==> src/rtl/mvt_pkg.sv <==
package mvt_pkg;

  // Offsets of the command indices above the table
  typedef enum int unsigned {
    CMD_COMMIT = 0,
    CMD_RESET  = 1,
    CMD_RESUME = 2,
    CMD_EOF    = 3,
    CMD_PEND   = 4,
    CMD_COUNT  = 5
  } cmd_off_e;

  function automatic int unsigned max_u(int unsigned a, int unsigned b);
    return (a > b) ? a : b;
  endfunction

endpackage

==> src/rtl/mvt_edge_detect.sv <==
module mvt_edge_detect #(
  parameter int unsigned N = 2
) (
  input  logic         clk,
  input  logic         rst_n,
  input  logic [N-1:0] lvl,
  output logic [N-1:0] pulse
);

  logic [N-1:0] prev_q;

  for (genvar g = 0; g < N; g++) begin : g_bit
    always_ff @(posedge clk or negedge rst_n) begin
      if (!rst_n) prev_q[g] <= 1'b0;
      else        prev_q[g] <= lvl[g];
    end
    assign pulse[g] = lvl[g] & ~prev_q[g];
  end

endmodule

==> src/rtl/mvt_update_track.sv <==
module mvt_update_track #(
  parameter int unsigned MASK_W = 32
) (
  input  logic              clk,
  input  logic              rst_n,
  input  logic [MASK_W-1:0] cur_mask,
  input  logic              apply,
  input  logic              rebase,
  output logic [MASK_W-1:0] base_mask,
  output logic [MASK_W-1:0] pend,
  output logic              pend_any
);

  logic [MASK_W-1:0] base_d;
  logic              base_en;

  assign base_en = apply | rebase;

  always_comb begin
    base_d = base_mask;
    if (base_en) base_d = cur_mask;
  end

  always_ff @(posedge clk or negedge rst_n) begin
    if (!rst_n) base_mask <= '0;
    else        base_mask <= base_d;
  end

  assign pend     = base_mask ^ cur_mask;
  assign pend_any = |pend;

endmodule

==> src/rtl/mvt_word_table.sv <==
module mvt_word_table #(
  parameter int unsigned NUM_WORDS = 16,
  parameter int unsigned DATA_W    = 32,
  localparam int unsigned AW       = $clog2(NUM_WORDS)
) (
  input  logic                              clk,
  input  logic                              rst_n,
  input  logic                              wr_en,
  input  logic [AW-1:0]                     wr_addr,
  input  logic [DATA_W-1:0]                 wr_data,
  input  logic                              apply,
  input  logic [NUM_WORDS-1:0]              pend,
  input  logic [NUM_WORDS-1:0][DATA_W-1:0]  shadow,
  output logic [NUM_WORDS-1:0][DATA_W-1:0]  words
);

  for (genvar g = 0; g < NUM_WORDS; g++) begin : g_word
    logic              hit;
    logic [DATA_W-1:0] word_d;

    assign hit = wr_en && (wr_addr == AW'(g));

    // A direct host write wins over a commit on the same word
    always_comb begin
      word_d = words[g];
      if (apply && pend[g]) word_d = shadow[g];
      if (hit)              word_d = wr_data;
    end

    always_ff @(posedge clk or negedge rst_n) begin
      if (!rst_n) words[g] <= '0;
      else        words[g] <= word_d;
    end
  end

endmodule

==> src/rtl/mvt_host_slave.sv <==
module mvt_host_slave
  import mvt_pkg::*;
#(
  parameter int unsigned NUM_VARS  = 16,
  parameter int unsigned DATA_W    = 32,
  localparam int unsigned NUM_WORDS = max_u(16, NUM_VARS),
  localparam int unsigned MASK_W    = max_u(32, NUM_WORDS),
  localparam int unsigned IDX_W     = $clog2(NUM_WORDS + CMD_COUNT),
  localparam int unsigned AW        = $clog2(NUM_WORDS)
) (
  input  logic                        clk,
  input  logic                        rst_n,
  input  logic                        rd_strobe,
  input  logic                        wr_strobe,
  input  logic [IDX_W-1:0]            index,
  input  logic [DATA_W-1:0]           din,
  output logic [DATA_W-1:0]           dout,
  output logic                        wait_o,
  input  logic [MASK_W-1:0]           cur_mask,
  input  logic [NUM_WORDS*DATA_W-1:0] shadow_flat,
  input  logic                        step_i,
  input  logic                        trigger_i,
  input  logic                        all_final_i,
  input  logic                        tasks_seen_i,
  output logic [127:0]                eof_flags
);

  localparam logic [IDX_W-1:0] IX_COMMIT = IDX_W'(NUM_WORDS + CMD_COMMIT);
  localparam logic [IDX_W-1:0] IX_RESET  = IDX_W'(NUM_WORDS + CMD_RESET);
  localparam logic [IDX_W-1:0] IX_RESUME = IDX_W'(NUM_WORDS + CMD_RESUME);
  localparam logic [IDX_W-1:0] IX_EOF    = IDX_W'(NUM_WORDS + CMD_EOF);
  localparam logic [IDX_W-1:0] IX_PEND   = IDX_W'(NUM_WORDS + CMD_PEND);
  localparam logic [IDX_W-1:0] IX_TOP    = IDX_W'(NUM_WORDS);

  logic [1:0]                       req;
  logic                             rd_req, wr_req;
  logic                             in_table;
  logic                             cmd_commit, cmd_reset, cmd_resume, cmd_eof;
  logic                             apply, cont;
  logic [MASK_W-1:0]                base_mask, pend;
  logic                             pend_any;
  logic [NUM_WORDS-1:0][DATA_W-1:0] shadow, words;
  logic [NUM_WORDS*DATA_W-1:0]      words_flat;
  logic                             direct_any;
  logic [127:0]                     eof_d;

  mvt_edge_detect #(.N(2)) u_edge (
    .clk   (clk),
    .rst_n (rst_n),
    .lvl   ({wr_strobe, rd_strobe}),
    .pulse (req)
  );
  assign rd_req = req[0];
  assign wr_req = req[1];

  // Command decode
  assign in_table   = index < IX_TOP;
  assign cmd_commit = rd_req && (index == IX_COMMIT);
  assign cmd_reset  = rd_req && (index == IX_RESET);
  assign cmd_resume = rd_req && (index == IX_RESUME);
  assign cmd_eof    = rd_req && (index == IX_EOF);
  assign direct_any = rd_req && in_table;

  mvt_update_track #(.MASK_W(MASK_W)) u_track (
    .clk       (clk),
    .rst_n     (rst_n),
    .cur_mask  (cur_mask),
    .apply     (apply),
    .rebase    (cmd_reset),
    .base_mask (base_mask),
    .pend      (pend),
    .pend_any  (pend_any)
  );

  assign apply = cmd_commit || (pend_any && step_i);

  assign shadow = shadow_flat;

  mvt_word_table #(.NUM_WORDS(NUM_WORDS), .DATA_W(DATA_W)) u_table (
    .clk     (clk),
    .rst_n   (rst_n),
    .wr_en   (direct_any),
    .wr_addr (index[AW-1:0]),
    .wr_data (din),
    .apply   (apply),
    .pend    (pend[NUM_WORDS-1:0]),
    .shadow  (shadow),
    .words   (words)
  );
  assign words_flat = words;

  // End-of-file flags
  always_comb begin
    eof_d = eof_flags;
    if (cmd_eof) eof_d[din[7:1]] = din[0];
  end

  always_ff @(posedge clk or negedge rst_n) begin
    if (!rst_n) eof_flags <= '0;
    else        eof_flags <= eof_d;
  end

  // Output selection
  always_comb begin
    dout = '0;
    if (index == IX_PEND)  dout = DATA_W'(pend_any);
    else if (in_table)     dout = words[index[AW-1:0]];
  end

  assign cont   = cmd_resume || (!all_final_i && !tasks_seen_i);
  assign wait_o = rd_req || wr_req || step_i || trigger_i || cont;

endmodule

==> config.mk <==
export PLATFORM = sky130hd
export DESIGN_NAME = mvt_host_slave
export DESIGN_NICKNAME = d
export VERILOG_FILES = /design/src/rtl/mvt_pkg.sv /design/src/rtl/mvt_edge_detect.sv /design/src/rtl/mvt_update_track.sv /design/src/rtl/mvt_word_table.sv /design/src/rtl/mvt_host_slave.sv
export SDC_FILE = /design/constraint.sdc
export NUM_CORES = 1
export LEC_CHECK = 0
export BUFFER_PORTS_ARGS = -buffer_cell sky130_fd_sc_hd__buf_2
export CORE_MARGIN = 2
export CORE_UTILIZATION = 24
export CTS_CLUSTER_SIZE = 30
export DETAILED_ROUTE_END_ITERATION = 8
export GPL_TIMING_DRIVEN = 0
export PLACE_DENSITY = 0.43
export SLEW_MARGIN = 5
export SYNTH_ARGS = -nofsm -noshare
export SYNTH_HDL_FRONTEND = slang
export SYNTH_SLANG_ARGS = --single-unit
==> constraint.sdc <==
create_clock -name clk -period 6.1 [get_ports clk]
set_input_delay 1.22 -clock clk [delete_from_list [all_inputs] [get_ports clk]]
set_output_delay 1.22 -clock clk [all_outputs]
set_load 0.01 [all_outputs]
# After elaboration in Yosys (flattened, before gate mapping)
# Index checks and enable logic that the tools add are counted.
# word_totals
input_bits	589
rom_bits	0
ram_bits	0
memories	0
output_inout_bits	161
elab_cells	155
latch_bits	0
reg_bits	674
# op_classes
mul	0
bitwise_logic	6
mux	39
order_cmp	4
eq_ne	20
n_reduce_logical	66
n_div	0
n_addsub	0
shift	0
# ops
op	count
$mux W32	35
$bmux W32 S4	1
$bwmux W128	1
$logic_and A1 B1 Y1	40
$eq A4 B4 Y1 const B	8
$reduce_bool A2 Y1	16
$reduce_or A32 Y1	1
$xor A32 B32 Y32	1
$eq A5 B5 Y1 const B	5
$eq A4 B3 Y1 const B	4
$eq A4 B2 Y1 const B	2
$lt A7 B8 Y1 const B	1
$demux W1 S7	1
$ge A7 B1 Y1 const B	1
$logic_or A1 B1 Y1	6
$lt A4 B5 Y1 const B	1
$lt A5 B5 Y1 const B	1
$eq A4 B1 Y1 const B	1
$logic_not A4 Y1	1
$and A1 B1 Y1	2
$logic_not A1 Y1	2
$not A1 Y1	2
$mux W1	1
$or A1 B1 Y1	1

# Longest topological paths before layout
# depth
word_depth	7
mapped_depth	10
mapped_depth_nobuf	6

# Modules after synthesis
# Synthesis repeated with hierarchy kept, for this count alone.
# unflattened
hier_cells	2601
hier_area_um2	36661.4
# by_module_without_submodules
module	instances	cells_each	seq_area_each_um2	area_each_um2
mvt_word_table	1	1755	12812.3	25248.0
mvt_host_slave	1	731	3203.1	9799.4
mvt_update_track	1	111	800.8	1536.5
mvt_edge_detect	1	4	50.0	77.6

# Least setup slack after synthesis
# OpenSTA, ideal clock, no wires.
# synth_timing
kind	input port to output port
start	input index[0]
end	output dout[10]
required_ns	4.880
n_path_buf	3
path_slack_ns	1.482
stages	6
t_arrival_ns	3.398
path_cell_list	buf_2 > buf_1 > buf_1 > mux4_2 > mux4_2 > nor2b_1
# synth_via
elab_chain_len	4
word_cells_on_any_way	6
classes_between	order compare (1); eq/ne (1); mux (4)
# synth_lines
item	line_no	source
start: declaration	mvt_host_slave.sv:15	input logic [IDX_W-1:0] index,
$bmux W32 S4	mvt_host_slave.sv:107	else if (in_table) dout = words[index[AW-1:0]];
$mux W32 (not written as such)	mvt_host_slave.sv:107	
$mux W32	mvt_host_slave.sv:107	
$mux W32 (*)	mvt_host_slave.sv:106	if (index == IX_PEND) dout = DATA_W'(pend_any);
end: declaration	mvt_host_slave.sv:17	output logic [DATA_W-1:0] dout,
# Every way passes the cells marked *; elsewhere a longest branch is shown, timed or not. The select of a mux whose other input is x is not followed.

# Final worst setup path
# layout_timing
start	input index[1]
end	output dout[15]
# The elaborated chain is that of the path after synthesis.

==> results.py <==
metrics = {
    "run_status": {
        "status": "finished, violations left",
        "violations": "max-capacitance violations, max-slew violations, negative setup slack",
    },
    "route": {
        "post_drt_wl_per_cell_um": 34.6,
        "vias": 52580,
        "via_per_inst": 5.91,
        "first_iter_violations": 6558,
        "drcViolationCount": 0,
        "ant_nets": 0,
        "wirelength_mm": 307,
        "dr.pass1.iters": 8,
    },
    "clocking": {
        "clkLatencyLatePin_ns": 0.75,
        "cts_tree": "built",
        "ctsHtreeMaxLevel": 3,
        "clk_pin_slew_ns": 0.07,
        "numCtsBuffers": 94,
        "clock-sinks": 674,
        "cts_root_buf": "clkbuf_16",
        "cts_buffer_depth": 3,
    },
    "placed_design": {
        "gp_congestion": 0.991,
        "hpwl_mm": 233,
        "io_buffers": 721,
        "dp.cells": 8677,
    },
    "sta": {
        "drv_slew": 6,
        "fmax_ghz": 0.164,
        "worst_pin_slew_ns": 1.52,
        "fin_crit_sh_pct": 100,
        "setup_tns_ns": -0.00503,
        "post-route-min-period_ns": 6.11,
        "finalClockSkew_ns": 0.0441,
        "hold_viol": 0,
        "rsz0062_at_grt": "false",
        "fin_hold_ws_ns": 0.358,
        "slew_headroom_pct": -1.39,
        "setup_violations": 1,
        "setup_ws_ns": -0.00503,
    },
    "critical_path": {
        "crit_path_end_kind": "primary output",
        "cp-start-kind": "input pin",
        "r2r-end": "u_track.base_mask[18]",
        "cp_data_arrival_time_ns": 4.89,
        "path_max_fanout": 10,
        "r2r_setup_slack_ns": 1.04,
        "reg2reg_depth": 8,
        "critical_path.startpoint": "index[1]",
        "critPathRequiredTime_ns": 4.88,
        "path_class": "input pin to primary output",
        "crit_end": "dout[15]",
        "reg2reg_from": "u_track.base_mask[14]",
    },
    "yosys": {
        "synth_top_area_cell": "dfrtp_1",
        "synth_cells": 5431,
        "synth_area_leaders": "dfrtp_1 (37%), nor2_1 (12%), mux4_2 (7.8%), o2111ai_1 (7.3%), mux2_2 (6.2%)",
        "netlist_area_um2": 46200,
        "synth_area_per_cell_um2": 8.50,
        "async_flop_share_pct": 100,
        "syn_nets": 6020,
        "synth_edf_count": 0,
        "ys_warn_count": 0,
        "ys_ff_latch": 674,
        "synth_top_area_share_pct": 36.5,
        "ys_seq_area_share_pct": 36.5,
        "synthFlopType": "dfrtp_1",
        "synth_cell_types": 46,
    },
    "floorplan": {
        "design.core.area_um2": 191000,
        "num_rows": 160,
        "die_x_um": 443,
        "fp.dieH_um": 443,
        "die_area_um2": 196000,
        "io_pins": 750,
        "start_util_pct": 24.2,
    },
    "power_and_ir_drop": {
        "leakagePower_nw": 22.2,
        "p_total_mw": 18.2,
        "powerDensity_nw_per_um2": 321,
        "ir_drop_uv": 209,
    },
    "global_route": {
        "grt_pass1_vias": 50764,
        "met1_usage_pct": 35.0,
        "grt_usage_pct": 30.1,
        "grt_use_met2_pct": 45.5,
        "grt_pass1_wl_mm": 415,
        "grt_antenna_before_repair": 96,
        "grt_start_max_net_pins": 105,
        "grt_use_met3_pct": 8.24,
        "overflow": 0,
        "top_usage_layer": "met2",
    },
    "cells_and_area": {
        "fill_cells": 20632,
        "syn2layout_area_growth_pct": 22.7,
        "final_core_util_pct": 29.7,
        "fin_nets": 6855,
        "drive_above_1_share_pct": 22.3,
        "stdcell_count": 8893,
    },
    "flow_run": {
        "drv_cap": 1,
    },
    "hold_path": {
        "hold_class": "input pin to asynchronous set/reset pin",
    },
}
## cells in the final DEF, fill, tap and decap left out, types with 30 or more instances in the layout
master     instances
o311ai_1         208
dfrtp_1          674
clkbuf_16         97
mux2_2           256
nor2b_1           36
nor2_1          1489
o311ai_0         176
nor3_1           455
clkbuf_1         555
buf_2            766
o31ai_1           30
diode_2           46
a211oi_1          96
o22ai_1           96
or3_1             33
o211ai_1          32
nand2_1          110
o2111ai_1        385
a21oi_1          408
mux4_2           160
buf_1             62
## worst min-delay path by stage
stage                     startpoint                     to  slack, ns  depth (start not counted)
2_1_floorplan  u_track.base_mask[23]  u_track.base_mask[23]       0.50                          1
3_3_place_gp           eof_flags[99]          eof_flags[99]       0.48                          1
3_5_place_dp           eof_flags[37]          eof_flags[37]       0.49                          1
4_1_cts                        rst_n  u_track.base_mask[26]       0.34                          1
5_1_grt                        rst_n  u_track.base_mask[26]       0.36                          1
6_report                       rst_n  u_track.base_mask[26]       0.36                          1
## report_power, final
| group | switching [mW] | internal [mW] | total (mW) |
|---|---|---|---|
| Clock | 2.43 | 3.36 | 5.79 |
| Sequential | 1.27 | 5.50 | 6.77 |
| Combinational | 3.38 | 2.25 | 5.63 |
## through the flow
step           setup WS (ns)  area, um2
6_report            -0.00503      56600
5_1_grt               0.0100      56600
4_1_cts              0.00835      56500
3_5_place_dp           -1.28      53300
3_3_place_gp          -13.28      52900
2_1_floorplan           1.48      46200
## flip-flops by register name, indices dropped and copies added (netlist names)
register and cells:
u_table.words 512, eof_flags 128, u_track.base_mask 32, u_edge.prev_q 2
## layer usage
layer | vias to the layer above | wire (um)
met2 | 3187 | 135000
li1 | 22188 | -
met3 | 847 | 28200
met1 | 26284 | 113000
met4 | 74 | 30800
met5 | - | 459
## cells in the mapped netlist, types with 2 or more instances
cell type     n
nor2_1     1489
dfrtp_1     674
clkbuf_1    555
nor3_1      461
a21oi_1     408
o2111ai_1   385
mux2_2      256
o311ai_1    208
o311ai_0    176
mux4_2      160
nand2_1     110
a211oi_1     96
o22ai_1      96
buf_1        65
buf_2        44
nor2b_1      36
or3_1        33
o211ai_1     32
o31ai_1      30
xnor2_1      24
xor2_1       13
nand3_1       9
nand4_1       9
xnor2_2       8
buf_4         7
inv_1         4
nand2b_1      4
nor4_1        4
or2_2         4
and2_1        3
buf_6         3
or4_1         3
and3b_1       2
nand3b_1      2
nor3b_1       2
nor3b_2       2
nor4_2        2
o21ai_1       2
o32ai_1       2
or3b_2        2
## area by class of cell
class | count | area, um2 | area share [%]
timing repair buffer | 740 | 3950 | 6.97
buffer | 673 | 2670 | 4.71
multi-input combinational | 4079 | 26800 | 47.3
antenna | 46 | 115 | 0.203
clock buffer | 141 | 2800 | 4.95
clock inverter | 25 | 270 | 0.477
inverter | 4 | 15.0 | 0.0265
sequential | 674 | 16900 | 29.8
tap | 2511 | 3140 | 5.55
## cell families (layout without fill, tap and decap cells)
kind of cell | after synthesis | in the layout | synth area share (%)
other | 0 | 46 | 0
AO/OA/AOI/OAI | 1438 | 1438 | 23.0
AND/OR/NAND/NOR | 2180 | 2180 | 19.7
multiplexers | 416 | 416 | 14.0
XOR/XNOR | 45 | 45 | 0.984
buffers and inverters | 678 | 1583 | 5.74
flip-flops | 674 | 674 | 36.5
## timing repair
action	CTS	global route
endpoints found under the setup margin	2	11
pin swaps	3	2
buffers inserted	1	4
gates resized for setup	14	5
hold buffers	0	0
## worst max-delay path, cell delays in order
cell and delay, ns:
buf_2 0.11, clkbuf_1 0.52, clkbuf_2 0.71, clkbuf_1 0.64
mux4_2 0.56, mux4_2 0.28, nor2b_1 0.57, buf_2 0.25
Note: power is estimated with default switching activity, not from simulation.
